===== src/rtl/pccard_cfg_pkg.sv =====
package pccard_cfg_pkg;
  localparam int DATA_W     = 8;
  localparam int NPORT      = 8;
  localparam int PORT_SEL_W = $clog2(NPORT);
  localparam int WO_PORT    = 6;
  localparam int CFG_LOW_W  = 6;
  localparam logic [CFG_LOW_W-1:0] CFG_VALUE = 6'h01;
  localparam logic [DATA_W-1:0]    SRST_VALUE = 8'h80;
endpackage


===== src/rtl/attr_window_dec.sv =====
module attr_window_dec #(
  parameter int ADDR_W  = 12,
  parameter int WIN_BIT = 10
) (
  input  logic [ADDR_W-1:0] addr,
  input  logic              att_rd,
  input  logic              att_wr,
  output logic              rom_sel,
  output logic              reg_sel
);
  logic att_any;
  always_comb begin
    att_any = att_rd | att_wr;
    rom_sel = att_any & ~addr[WIN_BIT];
    reg_sel = att_any &  addr[WIN_BIT];
  end
endmodule


===== src/rtl/cfg_option_reg.sv =====
module cfg_option_reg
  import pccard_cfg_pkg::*;
(
  input  logic              clk,
  input  logic              rst_n,
  input  logic              wr_en,
  input  logic [DATA_W-1:0] wdata,
  output logic [DATA_W-1:0] value,
  output logic              enable,
  output logic              srst
);
  logic [DATA_W-1:0] value_q, value_d;

  // Bit 7 set forces the low bits clear; a write that drops bit 7 loads nothing.
  always_comb begin
    value_d = value_q;
    if (wr_en) begin
      if (wdata[DATA_W-1])       value_d = SRST_VALUE;
      else if (value_q[DATA_W-1]) value_d = '0;
      else                        value_d = wdata;
    end
  end

  always_ff @(posedge clk or negedge rst_n) begin
    if (!rst_n) value_q <= '0;
    else        value_q <= value_d;
  end

  always_comb begin
    value  = value_q;
    enable = (value_q[CFG_LOW_W-1:0] == CFG_VALUE);
    srst   = value_q[DATA_W-1];
  end
endmodule


===== src/rtl/io_port_dec.sv =====
module io_port_dec
  import pccard_cfg_pkg::*;
(
  input  logic [PORT_SEL_W-1:0] sel,
  input  logic                  enable,
  input  logic                  rd,
  input  logic                  wr,
  output logic [NPORT-1:0]      rd_stb,
  output logic [NPORT-1:0]      wr_stb
);
  for (genvar p = 0; p < NPORT; p++) begin : g_port
    localparam bit READABLE = (p != WO_PORT);
    assign rd_stb[p] = READABLE & enable & rd & (sel == PORT_SEL_W'(p));
    assign wr_stb[p] = enable & wr & (sel == PORT_SEL_W'(p));
  end
endmodule


===== src/rtl/pccard_cfg_decode.sv =====
module pccard_cfg_decode
  import pccard_cfg_pkg::*;
#(
  parameter int ADDR_W  = 12,
  parameter int WIN_BIT = 10
) (
  input  logic              clk,
  input  logic              rst_n,
  input  logic [ADDR_W-1:0] addr,
  input  logic              att_rd,
  input  logic              att_wr,
  input  logic              io_rd,
  input  logic              io_wr,
  input  logic [7:0]        wdata,
  input  logic [7:0]        port_rdata,
  output logic              rom_cs,
  output logic              cor_cs,
  output logic [7:0]        io_rd_stb,
  output logic [7:0]        io_wr_stb,
  output logic [7:0]        host_rdata,
  output logic              cfg_en,
  output logic              soft_rst
);
  logic [DATA_W-1:0] reg_value;
  logic              reg_wr;

  attr_window_dec #(.ADDR_W(ADDR_W), .WIN_BIT(WIN_BIT)) u_attr (
    .addr(addr), .att_rd(att_rd), .att_wr(att_wr),
    .rom_sel(rom_cs), .reg_sel(cor_cs)
  );

  assign reg_wr = att_wr & addr[WIN_BIT];

  cfg_option_reg u_cor (
    .clk(clk), .rst_n(rst_n), .wr_en(reg_wr), .wdata(wdata),
    .value(reg_value), .enable(cfg_en), .srst(soft_rst)
  );

  io_port_dec u_io (
    .sel(addr[PORT_SEL_W-1:0]), .enable(cfg_en), .rd(io_rd), .wr(io_wr),
    .rd_stb(io_rd_stb), .wr_stb(io_wr_stb)
  );

  always_comb begin
    if (att_rd && addr[WIN_BIT])  host_rdata = reg_value;
    else if (|io_rd_stb)          host_rdata = port_rdata;
    else                          host_rdata = '0;
  end
endmodule


===== config.mk =====
export PLATFORM = sky130hd
export DESIGN_NAME = pccard_cfg_decode
export DESIGN_NICKNAME = d
export VERILOG_FILES = /design/src/rtl/pccard_cfg_pkg.sv /design/src/rtl/attr_window_dec.sv /design/src/rtl/cfg_option_reg.sv /design/src/rtl/io_port_dec.sv /design/src/rtl/pccard_cfg_decode.sv
export SDC_FILE = /design/constraint.sdc
export NUM_CORES = 1
export LEC_CHECK = 0
export BUFFER_PORTS_ARGS = -buffer_cell sky130_fd_sc_hd__buf_2
export CAP_MARGIN = 0
export CORE_AREA = 4 4 59 61
export CTS_CLUSTER_SIZE = 14
export DETAILED_ROUTE_END_ITERATION = 12
export DIE_AREA = 0 0 63 65
export GPL_TIMING_DRIVEN = 0
export PLACE_DENSITY = 0.56
export RECOVER_POWER = 50
export SLEW_MARGIN = 40
export SYNTH_ARGS = -nofsm -noshare
export SYNTH_HDL_FRONTEND = slang
export SYNTH_SLANG_ARGS = --single-unit

===== constraint.sdc =====
create_clock -name clk -period 2.2 [get_ports clk]
set_clock_uncertainty 0.15 [all_clocks]
set_input_delay 0.11 -clock clk [delete_from_list [all_inputs] [get_ports clk]]
set_output_delay 0.11 -clock clk [all_outputs]
set_load 0.03 [all_outputs]

==> results.tsv, run 1 <==
stage	metric	value	unit
cells_and_area	most frequent cells in the layout	44 x buf_2, 13 x nand2_1, 9 x clkbuf_1, 9 x dlygate4sd3_1	
clock_network	Clock Latency Late Sink	0.25	ns
sta	sum of negative setup slack	0	ns
floorplan	die height	65	um
grt	met3 usage	2.43	%
routing	first-pass iteration count of the detailed router	4	
clock_network	# hold bufs at CTS	9	
floorplan	starting density of the core	22.8	%
placement	port bufs	49	
sta	Tcrit/Tclk final	94.7	%
routing	DR vias	830	
logic_synthesis	Seq/Total Area, Yosys	29.5	%
pwr	Cell Pwr Density	440	mW/mm^2
clock_network	clock tree sinks	8	
floorplan	area of the core	0.00298	mm^2
floorplan	die area	0.00410	mm^2
logic_synthesis	Avg Inst Size Synth	8.17	um^2
sta	Hold Violations, Final	0	
clock_network	CTS resizes	0	
sta	Worst Max-Slew Pin Slew	0.691	ns
clock_network	CTS H-Tree Depth	1	
logic_synthesis	Synth Cell Area	678	um^2
clock_network	root buffer cell	clkbuf_4	
clock_network	Post-CTS Setup Bufs	0	
grt	largest net degree at the start of global routing	11	
floorplan	Rows	20	
clock_network	Num CTS Buffers	3	
critical_path	critical path class	flip-flop to output pin	
critical_path	Worst setup EP type	output pin	
floorplan	Die Width	63	um
sta	fmax	0.480	GHz
critical_path	CP arrival	1.82	ns
cells_and_area	ant diodes	0	
routing	DRC violations left	0	
critical_path	CP max FO	10	
grt	Most Crowded Layer GR	met2	
placement	DP Wirelength	1.88	mm
worst_hold_path	worst min path class	primary input to asynchronous set/reset pin	
logic_synthesis	library cells used by synthesis	26	
critical_path	CP startpoint kind	flip-flop	
sta	Pins Over Slew Limit	0	
cells_and_area	Area Growth Syn to Fin	57.0	%
clock_network	Reg clk slew, reported paths	0.05	ns
sta	worst hold slack	0.158	ns
logic_synthesis	Synth Warn #	0	
pwr	Pleak	0.533	nW
grt	antenna violations before repair	0	
floorplan	Ports	62	
grt	first-pass GRT wire length	3.86	mm
routing	WL per Instance	12.9	um
grt	vias in the first global route	871	
sta	relative slew slack	53.6	%
routing	Vias per Instance	4.69	
sta	RSZ-0062 raised after global routing	no	
grt	GR Layer Usage met2	21.3	%
grt	total gr overflow	0	
grt	met1 global-route usage	12.9	%
routing	initial drt markers	27	
clock_network	CTS tree	built	
sta	min Tclk post-route	2.08	ns
cells_and_area	Largest register FFs	8	
routing	final wirelength	2.28	mm
run	max_cap viols	0	
logic_synthesis	FF+latch count, synth	8	
routing	Antenna Nets Post-Route	0	
grt	total track usage	11.6	%
cells_and_area	nets	180	
status	status	finished, final reports clean	
logic_synthesis	syn_nets	117	
cells_and_area	share of cells above drive strength 1	39.6	%
clock_network	CTS max path bufs	2	
sta	count of final setup violators	0	
cells_and_area	most common cell after layout, fill and taps aside	buf_2	
pwr	Worst VDD drop	0.251	mV
placement	Placer Congestion	0.714	
logic_synthesis	Mapped Cells	83	
critical_path	CP required	1.94	ns
-- critical path, stage by stage, from the launching register on --
cell and delay [ns]:
dfrtp_1 0.42, nor4_4 0.35, nand3b_2 0.21, buf_6 0.21, nor3_4 0.17, buf_2 0.22
-- path summary, 6_finish.rpt --
check / to / startpoint / slack, ns / depth (start not counted)
worst min register to register: u_cor.value[6]$_DFFE_PN0P_ / u_cor.value[6]$_DFFE_PN0P_ / 0.38 / 1
min in group clk: u_cor.value[3]$_DFFE_PN0P_ / att_wr / 0.29 / 3
max in group asynchronous: u_cor.value[4]$_DFFE_PN0P_ / rst_n / 1.44 / 2
worst max-delay path: io_wr_stb[2] / u_cor.value[3]$_DFFE_PN0P_ / 0.12 / 5
worst min-delay path: u_cor.value[5]$_DFFE_PN0P_ / rst_n / 0.16 / 2
worst max register to register: u_cor.value[6]$_DFFE_PN0P_ / u_cor.value[7]$_DFFE_PN0P_ / 0.75 / 2
-- where the power goes --
group | switching [W] | internal, W
combinational | 0.000105 | 0.0000718
clock | 0.0000479 | 0.0000623
sequential | 0.0000187 | 0.000163
-- logic make-up (layout without fill, tap and decap cells) --
group / Yosys count / in the layout / synth area share (%)
muxes: 1 / 1 / 1.66
and+or+nand+nor: 49 / 49 / 46.5
other: 1 / 1 / 0.553
buffers and inverters: 9 / 70 / 6.83
DFF: 8 / 8 / 29.5
AOI/OAI and AO/OA: 15 / 15 / 14.9
-- metrics by stage --
step	power, W	cells	util, %	area [um^2]	setup WS [ns]
2_1_floorplan	0.000294	83	-	678	0.0760
3_3_place_gp	0.000350	165	32.4	965	0.376
3_5_place_dp	0.000353	165	32.4	965	0.362
4_1_cts	0.000479	177	36.2	1080	0.0786
5_1_grt	0.000497	177	35.8	1060	0.0170
6_report	0.000469	177	35.8	1060	0.116
-- routing by layer --
metal	part of all wire, %	vias up
met1	40	369
met5	0	-
met3	8.0	0
li1	-	431
met2	52	30
met4	0	0
-- synth_stat cells, drive strengths merged --
| master | number | area [um^2] |
|---|---|---|
| dfrtp | 8 | 200 |
| nand4b | 1 | 15.0 |
| o21ai | 8 | 40.0 |
| nand2 | 13 | 48.8 |
| and2 | 1 | 6.26 |
| nor3 | 10 | 87.6 |
| clkbuf | 3 | 11.3 |
| mux2 | 1 | 11.3 |
| inv | 2 | 7.51 |
| conb | 1 | 3.75 |
| buf | 4 | 27.5 |
| nor2 | 5 | 18.8 |
| nor4 | 4 | 40.0 |
| a22o | 7 | 61.3 |
| nand3b | 3 | 26.3 |
| nand4 | 8 | 50.1 |
| nand3 | 2 | 10.0 |
| nand2b | 2 | 12.5 |
-- area by class of cell --
| class | instances | area, um^2 |
|---|---|---|
| Buffer | 7 | 38.8 |
| Clock buffer | 3 | 22.5 |
| Fill cell | 321 | 1910 |
| Inverter | 2 | 7.51 |
| Multi-Input combinational cell | 66 | 427 |
| Sequential cell | 8 | 200 |
| Tap cell | 33 | 41.3 |
| Timing Repair Buffer | 58 | 328 |
Power figures use the tool's default switching activity.
==> run 2: changes to the inputs <==
--- a/config.mk
+++ b/config.mk
@@ -7,12 +7,12 @@
 export LEC_CHECK = 0
 export BUFFER_PORTS_ARGS = -buffer_cell sky130_fd_sc_hd__buf_2
 export CAP_MARGIN = 0
-export CORE_AREA = 4 4 59 61
+export CORE_AREA = 4 4 51 53
 export CTS_CLUSTER_SIZE = 14
 export DETAILED_ROUTE_END_ITERATION = 12
-export DIE_AREA = 0 0 63 65
+export DIE_AREA = 0 0 55 57
 export GPL_TIMING_DRIVEN = 0
-export PLACE_DENSITY = 0.56
+export PLACE_DENSITY = 0.74
 export RECOVER_POWER = 50
 export SLEW_MARGIN = 40
 export SYNTH_ARGS = -nofsm -noshare
==> constraint.sdc (replaced) <==
create_clock -name clk -period 1.8 [get_ports clk]
set_clock_uncertainty 0.15 [all_clocks]
set_input_delay 0.09 -clock clk [delete_from_list [all_inputs] [get_ports clk]]
set_output_delay 0.09 -clock clk [all_outputs]
set_load 0.03 [all_outputs]
==> run 2 against run 1 <==
Compared with the run above:
- clock-buffer cell count unchanged
- power increased by 39%
- non-clock buffer count increased by 7
- combinational power increased by 68%
- clock power increased by 21%
- highest routed layer is now met4
- global-route usage increased by 3.4 points
- register-to-register slack got worse by 0.16 ns
- worst hold slack got worse by 0.033 ns
- the run now ends with setup timing left
- sequential share of layout area decreased by 3.9 points
- critical path depth unchanged
- die area decreased by 23%
==> results.tsv, run 2 (synthesis gave the netlist of run 1 again) <==
stage	metric	value	unit	change
routing	Antenna Nets Post-Route	0		unchanged
routing	Vias per Instance	4.85		was 4.69
grt	met1 global-route usage	16.2	%	was 12.9%
pwr	Pleak	0.625	nW	was 0.533 nW
floorplan	area of the core	0.00215	mm^2	was 0.00298 mm^2
cells_and_area	share of cells above drive strength 1	55.0	%	was 39.6%
pwr	Worst VDD drop	0.423	mV	was 0.251 mV
placement	Inst Count DP	160		was 165
clock_network	CTS tree	built		unchanged
status	failing checks	setup timing		
grt	antenna violations before repair	0		unchanged
cells_and_area	final instance area	0.00134	mm^2	was 0.00106 mm^2
sta	fmax	0.510	GHz	
grt	largest net degree at the start of global routing	11		unchanged
routing	first-pass iteration count of the detailed router	4		unchanged
grt	first-pass GRT wire length	3.49	mm	was 3.86 mm
clock_network	CTS H-Tree Depth	1		unchanged
critical_path	slowest cell delay on critical path	0.40	ns	was 0.42 ns
critical_path	CP top delay family	simple AND/OR/NAND/NOR gates		unchanged
clock_network	Num CTS Buffers	3		unchanged
routing	WL per Instance	13.6	um	was 12.9 um
floorplan	Ports	62		unchanged
critical_path	Worst setup EP type	output pin		unchanged
placement	DP Wirelength	1.76	mm	was 1.88 mm
clock_network	CTS max path bufs	2		unchanged
cells_and_area	Layout Cells excl Fill	179		was 177
grt	vias in the first global route	815		was 871
cells_and_area	most frequent cells in the layout	24 x buf_2, 23 x buf_4, 13 x nand2_1		was 44 x buf_2, 13 x nand2_1, 9 x clkbuf_1, 9 x dlygate4sd3_1
clock_network	root buffer cell	clkbuf_4		unchanged
routing	final wirelength	2.43	mm	was 2.28 mm
clock_network	Clock Latency Late Sink	0.25	ns	about the same
clock_network	clock tree sinks	8		unchanged
cells_and_area	Reg area	200	um^2	unchanged
critical_path	Worst path slowest cell	dfrtp_1		unchanged
status	status	finished with violations		was finished, final reports clean
critical_path	CP max FO	8		was 10
routing	initial drt markers	9		was 27
grt	total gr overflow	0		unchanged
floorplan	Die Width	55	um	was 63 um
cells_and_area	FILL cells	183		was 321
placement	Placer Congestion	0.727		was 0.714
sta	RSZ-0062 raised after global routing	yes		was no
routing	DR vias	869		was 830
cells_and_area	Area Growth Syn to Fin	97.6	%	was 57.0%
cells_and_area	area of the multi-input gates	534	um^2	was 427 um^2
worst_hold_path	worst min path class	primary input to asynchronous set/reset pin		unchanged
critical_path	most frequent CP cell	buf_4		
floorplan	starting density of the core	31.6	%	was 22.8%
sta	Tcrit/Tclk final	109	%	
routing	DRC violations left	0		unchanged
cells_and_area	ant diodes	0		unchanged
placement	port bufs	49		unchanged
run	max_cap viols	0		unchanged
critical_path	CP required	1.56	ns	was 1.94 ns
pwr	Cell Pwr Density	487	mW/mm^2	was 440 mW/mm^2
critical_path	critical path class	flip-flop to output pin		unchanged
cells_and_area	nets	187		was 180
grt	met3 usage	2.09	%	was 2.43%
placement	placed cell areas	983	um^2	was 965 um^2
sta	Hold Violations, Final	0		unchanged
sta	worst hold slack	0.124	ns	was 0.158 ns
cells_and_area	Largest register FFs	8		unchanged
floorplan	die height	57	um	was 65 um
critical_path	Cell Chain, Critical Path	nor4_4 -> buf_4 -> nand4b_4 -> nor3_2 -> buf_4		was nor4_4 -> nand3b_2 -> buf_6 -> nor3_4 -> buf_2
grt	total track usage	15.0	%	was 11.6%
sta	count of final setup violators	21		was 0
grt	GR Layer Usage met2	28.2	%	was 21.3%
critical_path	CP arrival	1.72	ns	was 1.82 ns
clock_network	Reg clk slew, reported paths	0.05	ns	about the same
floorplan	die area	0.00314	mm^2	was 0.00410 mm^2
sta	Pins Over Slew Limit	0		unchanged
floorplan	Rows	17		was 20
cells_and_area	most common cell after layout, fill and taps aside	buf_2		unchanged
grt	Most Crowded Layer GR	met2		unchanged
sta	min Tclk post-route	1.96	ns	
sta	setup ws final	-0.162	ns	was 0.116 ns
critical_path	CP Buf/Inv Count	2		unchanged
critical_path	CP startpoint kind	flip-flop		unchanged
[run 2: cell count changes in the layout (fill, tap and decap cells not counted), sizes merged]
cell	change
buf	+10
clkbuf	-3
clkinv	+1
inv	-1
[run 2: final timing paths]
kind                                             from                    endpoint  slack (ns)  cells after the start
min in group clk                               att_wr  u_cor.value[4]$_DFFE_PN0P_        0.27                      3
max in group asynchronous                       rst_n  u_cor.value[6]$_DFFE_PN0P_        1.08                      2
max                        u_cor.value[4]$_DFFE_PN0P_                io_wr_stb[1]       -0.16                      5
min                                             rst_n  u_cor.value[0]$_DFFE_PN0P_        0.12                      2
max reg2reg                u_cor.value[7]$_DFFE_PN0P_  u_cor.value[0]$_DFFE_PN0P_        0.59                      2
min reg2reg                u_cor.value[6]$_DFFE_PN0P_  u_cor.value[6]$_DFFE_PN0P_        0.37                      1
[run 2: area by class of cell]
type,count,share of cell area (%)
multi-input cells,66,39.9
repair buffers,65,36.8
flip-flops and latches,8,14.9
plain buffers,7,3.17
well taps,28,2.61
clock buffers,3,1.68
inverters,2,0.934
[run 2: per-stage QoR]
step | total power (W) | utilization (%) | TNS, ns | setup WS, ns
after floorplan | 0.000363 | - | -1.06 | -0.304
after global placement | 0.000427 | 45.8 | 0 | 0.0288
after detailed placement | 0.000433 | 45.8 | 0 | 0.00776
after CTS | 0.000625 | 57.9 | -2.44 | -0.165
after global routing | 0.000694 | 62.4 | -4.80 | -0.259
final | 0.000653 | 62.4 | -2.66 | -0.162
[run 2: power breakdown]
part           switching [W]  leakage [nW]  internal [W]
Clock              0.0000566        0.0138     0.0000760
Combinational       0.000161         0.506      0.000137
Sequential         0.0000240         0.106      0.000199
[run 2: repair_timing]
item                                    in CTS  in global routing
pin swaps                                   12                  3
resized for setup                           33                 19
hold endpoints to repair                    16                  0
gates cloned                                 0                  1
buffers inserted                             6                  0
hold buffers                                 9                  0
endpoints found under the setup margin      24                 24
[run 2: layer usage]
metal / share of wire [%] / up-vias / routed length [um]
li1: - / 445 / -
met1: 38 / 386 / 923
met2: 54 / 36 / 1300
met3: 7.5 / 2 / 183
met4: 0.86 / 0 / 21
met5: 0 / - / 0
